**config.mk**
```make
export PLATFORM = sky130hd
export DESIGN_NAME = scl_timebase
export DESIGN_NICKNAME = d
export VERILOG_FILES = /design/src/rtl/scl_timebase.sv
export SDC_FILE = /design/constraint.sdc
export NUM_CORES = 1
export LEC_CHECK = 0
export CELL_PAD_IN_SITES_DETAIL_PLACEMENT = 2
export CELL_PAD_IN_SITES_GLOBAL_PLACEMENT = 2
export CORE_MARGIN = 2
export CORE_UTILIZATION = 36
export DETAILED_ROUTE_END_ITERATION = 8
export GPL_TIMING_DRIVEN = 0
export HOLD_SLACK_MARGIN = 0.1
export PLACE_DENSITY = 0.9
export SYNTH_ARGS = -nofsm -noshare
export SYNTH_HDL_FRONTEND = slang
export SYNTH_SLANG_ARGS = --single-unit
```
**constraint.sdc**
```tcl
create_clock -name clk -period 8.8 [get_ports clk]
set_input_delay 0.88 -clock clk [delete_from_list [all_inputs] [get_ports clk]]
set_output_delay 0.88 -clock clk [all_outputs]
set_load 0.03 [all_outputs]
```
**src/rtl/scl_timebase.sv**
```systemverilog
module scl_timebase #(
  parameter int REG_W    = 32,
  parameter int BASE_W   = 4,
  parameter int PH_W     = 4,
  parameter int BASE_LSB = 0,
  parameter int LO_LSB   = 12,
  parameter int HI_LSB   = 16
) (
  input  logic             clk,
  input  logic             rst_n,
  input  logic             enable,
  input  logic [REG_W-1:0] timing_reg,
  input  logic             scl_in,
  output logic             scl_drive_low,
  output logic             fall_stb,
  output logic             rise_stb,
  output logic             sample_stb
);
  localparam int PRE_W = (1 << BASE_W) - 1;
  localparam int EL_W  = PRE_W + PH_W + 1;
  localparam logic [REG_W-1:0] FIELD_MASK =
    (((REG_W)'(1) << BASE_W) - 1'b1) << BASE_LSB |
    (((REG_W)'(1) << PH_W) - 1'b1) << LO_LSB |
    (((REG_W)'(1) << PH_W) - 1'b1) << HI_LSB;

  typedef enum logic [1:0] {ST_IDLE, ST_LOW, ST_HIGH} st_t;
  st_t st;

  logic [BASE_W-1:0] base_q;
  logic [PH_W-1:0]   hi_q, lo_q, ph_cnt;
  logic [PRE_W-1:0]  pre_cnt, pre_mask;
  logic [PRE_W:0]    pow_b;
  logic [EL_W-1:0]   hi_len, elapsed;
  logic              run, tick, low_end, high_end;
  logic              unused_bits;

  assign unused_bits = ^(timing_reg & ~FIELD_MASK);

  assign pow_b    = (PRE_W+1)'(1) << base_q;
  assign pre_mask = PRE_W'(pow_b - 1'b1);

  assign run      = (st == ST_LOW) || (st == ST_HIGH && scl_in);
  assign tick     = run && (pre_cnt == pre_mask);
  assign low_end  = (st == ST_LOW)  && tick && (ph_cnt == lo_q);
  assign high_end = (st == ST_HIGH) && tick && (ph_cnt == hi_q);

  assign hi_len  = {{(EL_W-PH_W-1){1'b0}}, {1'b0, hi_q} + 1'b1} << base_q;
  assign elapsed = ({{(EL_W-PH_W){1'b0}}, ph_cnt} << base_q)
                 | {{(EL_W-PRE_W){1'b0}}, pre_cnt};

  assign scl_drive_low = (st == ST_LOW);
  assign rise_stb      = low_end;
  assign fall_stb      = enable && ((st == ST_IDLE) || high_end);
  assign sample_stb    = (st == ST_HIGH) && scl_in && (elapsed == (hi_len >> 1));

  always_ff @(posedge clk or negedge rst_n) begin
    if (!rst_n) begin
      st      <= ST_IDLE;
      pre_cnt <= '0;
      ph_cnt  <= '0;
      base_q  <= '0;
      hi_q    <= '0;
      lo_q    <= '0;
    end else if (!enable) begin
      st      <= ST_IDLE;
      pre_cnt <= '0;
      ph_cnt  <= '0;
    end else if (fall_stb) begin
      st      <= ST_LOW;
      pre_cnt <= '0;
      ph_cnt  <= '0;
      base_q  <= timing_reg[BASE_LSB +: BASE_W];
      lo_q    <= timing_reg[LO_LSB +: PH_W];
      hi_q    <= timing_reg[HI_LSB +: PH_W];
    end else begin
      if (tick)     pre_cnt <= '0;
      else if (run) pre_cnt <= pre_cnt + 1'b1;
      if (low_end) begin
        st     <= ST_HIGH;
        ph_cnt <= '0;
      end else if (tick) begin
        ph_cnt <= ph_cnt + 1'b1;
      end
    end
  end
endmodule

```
# Word level (Yosys, flattened, before mapping)
# Index checks and enable logic that the tools add are counted.
dict set report word_totals {
  romBits 0
  output_inout_bits 4
  ramBits 0
  latchBits 0
  elab_cells 46
  regBits 33
  mem_count 0
}
dict set report classes {
  shifts 3
  mul 0
  n_reduce_logical 12
  div 0
  add_sub_neg 4
  bitwise 1
  n_eq_ne 9
  n_mux 11
  order_cmp 0
}
# op n
set ops {}
lappend ops {{15-bit 2-to-1 mux} 4}
lappend ops {{20-bit by 19-bit equality test with 1-bit output} 1}
lappend ops {{20-bit by 15-bit bitwise OR with 20-bit output} 1}
lappend ops {{4-bit by 4-bit left shift with 20-bit output} 1}
lappend ops {{5-bit by 4-bit left shift with 20-bit output} 1}
lappend ops {{4-bit 2-to-1 mux} 4}
lappend ops {{15-bit by 1-bit adder with 15-bit output, second input constant} 1}
lappend ops {{15-bit equality test} 1}
lappend ops {{1-bit by 4-bit left shift with 15-bit output, first input constant} 1}
lappend ops {{15-bit by 1-bit subtractor with 15-bit output, second input constant} 1}
lappend ops {{4-bit equality test} 2}
lappend ops {{1-bit logical AND} 8}
lappend ops {{4-bit by 1-bit != test with 1-bit output, second input constant} 2}
lappend ops {{2-bit 2-to-1 mux} 3}
lappend ops {{4-bit by 1-bit adder with 5-bit output, second input constant} 1}
lappend ops {{4-bit by 1-bit adder with 4-bit output, second input constant} 1}
lappend ops {{3-bit by 1-bit != test with 1-bit output, second input constant} 1}
lappend ops {{2-bit by 1-bit equality test with 1-bit output, second input constant} 1}
lappend ops {{2-bit equality test, second input constant} 1}
lappend ops {{2-bit zero test} 1}
lappend ops {{1-bit logical OR} 2}
lappend ops {{2-bit AND reduction} 1}

# Depth between registers and ports, before layout
dict set report depth {
  depth_word 10
  mapped_depth 16
}

# Worst setup path before layout
# No wires, ideal clock.
dict set report synth_timing {
  path_type {register to output}
  startpoint {register ph_cnt[1]}
  endpoint {output sample_stb}
  arrival_time_ns 3.041
  path_stages_with_launch 9
  slack_ns 4.879
  path_cell_list {dfrtp_1 -> buf_2 -> mux2_2 -> a311o_1 -> or3_1 -> and3_1 -> nor4_1 -> o31ai_1 -> nor4b_1}
}
dict set report synth_via {
  elab_chain_cells 4
}
# item line
set synth_lines {}
lappend synth_lines {{start, declared} 30} ;# logic [PH_W-1:0] hi_q, lo_q, ph_cnt;
lappend synth_lines {{start signal, assigned} 82} ;# ph_cnt <= ph_cnt + 1'b1;
lappend synth_lines {{4-bit by 4-bit left shift with 20-bit output} 48} ;# assign elapsed = ({{(EL_W-PH_W){1'b0}}, ph_cnt} << base_q)
lappend synth_lines {{20-bit by 15-bit bitwise OR with 20-bit output} 49} ;# | {{(EL_W-PRE_W){1'b0}}, pre_cnt};
lappend synth_lines {{20-bit by 19-bit equality test with 1-bit output} 54} ;# assign sample_stb = (st == ST_HIGH) && scl_in && (elapsed == (hi_len >> 1));
lappend synth_lines {{1-bit logical AND} 54}
lappend synth_lines {{end, declared} 17} ;# output logic sample_stb
# Every way passes these cells.

# Worst setup path in the final report
dict set report layout_timing {
  startpoint {register base_q[0]}
  endpoint {output fall_stb}
}
dict set report layout_via {
  elab_chain_cells 8
}
# item line
set layout_lines {}
lappend layout_lines {{start, declared} 29} ;# logic [BASE_W-1:0] base_q;
lappend layout_lines {{start signal, assigned} 72} ;# base_q <= timing_reg[BASE_LSB +: BASE_W];
lappend layout_lines {{1-bit by 4-bit left shift with 15-bit output} 39} ;# assign pow_b = (PRE_W+1)'(1) << base_q;
lappend layout_lines {{15-bit by 1-bit subtractor with 15-bit output} 40} ;# assign pre_mask = PRE_W'(pow_b - 1'b1);
lappend layout_lines {{15-bit equality test} 43} ;# assign tick = run && (pre_cnt == pre_mask);
lappend layout_lines {{1-bit logical AND} 43}
lappend layout_lines {{1-bit logical AND (2 in series)} 45} ;# assign high_end = (st == ST_HIGH) && tick && (ph_cnt == hi_q);
lappend layout_lines {{1-bit logical OR} 53} ;# assign fall_stb = enable && ((st == ST_IDLE) || high_end);
lappend layout_lines {{1-bit logical AND} 53}
lappend layout_lines {{end, declared} 15} ;# output logic fall_stb,
# Every way passes these cells.

==> flow_summary.yaml <==
logic_synthesis:
  synthArstFlopShare: 1.00
  synth.top_cell.area_share: 0.241
  syn_area_per_cell_um2: 7.85
  yosys.area_share.adder: 0.0146
  synth_edf_count: 0
  yosysWarningCount: 0
  ys_seq_area_frac: 0.241
  synth_top_family_by_area: "simple AND/OR/NAND/NOR gates"
  synthCells: 436
  yosys_most_used_dff: "dfrtp_1"
  synth_compound_area_frac: 0.215
  netlist_area_um2: 3420
  synth_mux_area_frac: 0.0771
  synth_top_area_cell: "dfrtp_1"
  ys_top_cells_by_area: "dfrtp_1 24%, mux2_2 6.2%, xnor2_1 5.6%, nand2_1 4.3%, nor2_1 4.1%"
  synth_simple_gate_area_frac: 0.296
  ys_types: 68
  synth_nets: 476
  synth_xor_xnor_area_share: 0.0870
  ys_seq_elements: 33
grt:
  grt_max_degree: 34
  antenna_found_initial: 0
  grt_use_total: 0.300
  first_global_vias: 4093
  grt_overflow_total: 0
  grt_pass1_wl_um: 23500
drt:
  first_pass_iters: 5
  ant_nets: 0
  finalWirelength_um: 14600
  drtIter0Drc: 213
  routedWlPerCell_um: 24.6
  vias: 3713
  drc: 0
  via_per_inst: 6.27
sta:
  tns_ns: 0
  hold_viol: 0
  finalClockSkew_ns: 0.0127
  finalCritPeriodShare: 0.647
  setup_viol: 0
  slew_headroom: 0.466
  final_max_slew_viol_count: 0
  worst_slew_pin_slew_ns: 0.800
  rsz0062_at_grt: "false"
  fmaxAchievable_mhz: 176
  fin_crit_ns: 5.70
power:
  leakagePower_nw: 1.43
  power_density_nw_per_um2: 177
  ir_drop_mv: 0.120
  p_total_uw: 685
clock_network:
  cts_max_level: 2
  cts.sinks: 33
  cts_setup_buffers: 0
  cts_resized: 0
  hold_buffers: 0
  cts_buffer_depth: 2
  root_buffer: "clkbuf_8"
  cts_made_buffers: 5
  clk_transition_reported_paths_ns: 0.08
  cts_tree: "done"
  clk_latency_ns: 0.30
final_layout:
  finish.utilization: 0.419
  diodes: 0
  syn2layout_area_growth_pct: 13.1
  finalNonFillerCells: 592
  fin_area_um2: 3870
  layout.nets: 502
  drive_gt1_frac: 0.136
die:
  initial_utilization: 0.371
  io_pins: 40
  die_w_um: 102
  die_y_um: 102
  placement_rows: 35
  core_um2: 9240
  die_area_um2: 10300
placement:
  placed_area_um2: 3770
  place_congestion: 1.03
  portBuffers: 19
  dp_hpwl_um: 10900
  dp_cells: 584
setup_path:
  crit_type: "flip-flop to output port"
  start_kind: "flip-flop"
  reg2reg_from: "base_q[0]$_DFFE_PN0P_"
  r2r_end: "base_q[2]$_DFFE_PN0P_"
  r2r_slack_ns: 4.50
  startpoint: "base_q[0]$_DFFE_PN0P_"
  end_kind: "output port"
  worst_setup_path_endpoint: "fall_stb"
  r2r_cells: 15
  arrival_ns: 4.82
  critPathMaxFanout: 10
  critPathRequiredTime_ns: 7.92
run:
  cap_violations: 0
run_status:
  status: "finished clean"
hold_path:
  hp-class: "flip-flop to flip-flop"
==> layer usage <==
layer,vias to the layer above,GRT usage,share of wire
li1,1633,-,-
met5,-,0,0
met4,0,0.119,0.032
met2,132,0.519,0.50
met3,37,0.0297,0.044
met1,1911,0.384,0.42
==> placed cells by master (no fill, tap or decap), types with 6 or more instances in the layout <==
master	n
clkbuf_8	7
clkbuf_1	16
o211ai_1	6
o21ai_0	17
xor2_1	12
buf_2	14
nand2b_1	12
clkdlybuf4s50_1	18
a21oi_1	27
xnor2_1	22
and2_1	8
buf_4	6
mux2_2	19
inv_1	11
nand2_1	39
nor3_1	19
nand3_1	8
a221oi_1	8
nor2_1	37
nor2b_1	9
dfrtp_1	33
==> flip-flops by register name (all words and copies together) (netlist names) <==
signal	cells
ph_cnt	4
pre_cnt	15
base_q	4
st	2
lo_q	4
hi_q	4
==> worst max-delay path, stage by stage, from the launching register on <==
cell	delay, ns
dfrtp_1	0.36
buf_6	0.16
buf_4	0.21
buf_2	0.27
clkbuf_1	0.40
nand2_1	0.11
ha_1	0.29
clkbuf_1	0.25
and3b_1	0.22
o21ai_0	0.23
o221ai_1	0.18
nor4_2	0.29
nand4_1	0.20
a21boi_2	0.36
buf_4	0.27
clkdlybuf4s50_1	0.69
==> cell usage after synthesis (all sizes together) (5+ instances only) <==
cell	count
nand2b	12
buf	21
o21ai	18
clkbuf	17
nor3	19
inv	13
nand4	5
mux2	19
and2	8
xnor2	22
a21oi	27
mux2i	5
nor2b	9
nand4b	5
and3	5
a211oi	6
nand2	39
nor2	38
nand3	8
xor2	12
nand3b	5
o211ai	6
nor4	6
a221oi	8
dfrtp	33
nor4b	6
==> cell type report <==
| type | instances | area (um2) |
|---|---|---|
| Buffer | 38 | 190 |
| Clock inverter | 1 | 5.00 |
| Clock buffer | 7 | 96.3 |
| Timing Repair Buffer | 19 | 185 |
| Sequential cell | 33 | 826 |
| Multi-Input combinational cell | 352 | 2360 |
| Tap cell | 129 | 161 |
| Inverter | 13 | 48.8 |
| Fill cell | 1086 | 5370 |
==> where the power goes <==
part	internal [mW]	total, mW	switching, mW
Combinational	0.142	0.375	0.233
Clock	0.0707	0.129	0.0578
Sequential	0.165	0.181	0.0163
Total	0.378	0.685	0.308
==> worst min-delay path by stage <==
| stage | depth (start not counted) | from | to |
|---|---|---|---|
| final | 1 | lo_q[2]$_DFFE_PN0P_ | lo_q[2]$_DFFE_PN0P_ |
| after global routing | 1 | lo_q[1]$_DFFE_PN0P_ | lo_q[1]$_DFFE_PN0P_ |
| after CTS | 1 | lo_q[1]$_DFFE_PN0P_ | lo_q[1]$_DFFE_PN0P_ |
| after detailed placement | 1 | lo_q[1]$_DFFE_PN0P_ | lo_q[1]$_DFFE_PN0P_ |
| after global placement | 1 | lo_q[0]$_DFFE_PN0P_ | lo_q[0]$_DFFE_PN0P_ |
| after floorplan | 1 | lo_q[1]$_DFFE_PN0P_ | lo_q[1]$_DFFE_PN0P_ |
==> metrics by stage <==
stage               hold slack (ns)  setup slack [ns]
detailed placement            0.526              3.44
global placement              0.515              3.58
global route                  0.552              2.84
CTS                           0.543              3.09
finish                        0.539              3.10
floorplan                     0.501              4.88
==> kinds of logic after synthesis <==
logic type | Yosys count
AND/OR/NAND/NOR | 184
AO/OA/AOI/OAI | 106
buffers and inverters | 51
XOR/XNOR | 34
flip-flops | 33
multiplexers | 24
adder cells (fa/ha/maj) | 4
No activity file was read; power rests on OpenSTA's default activity.
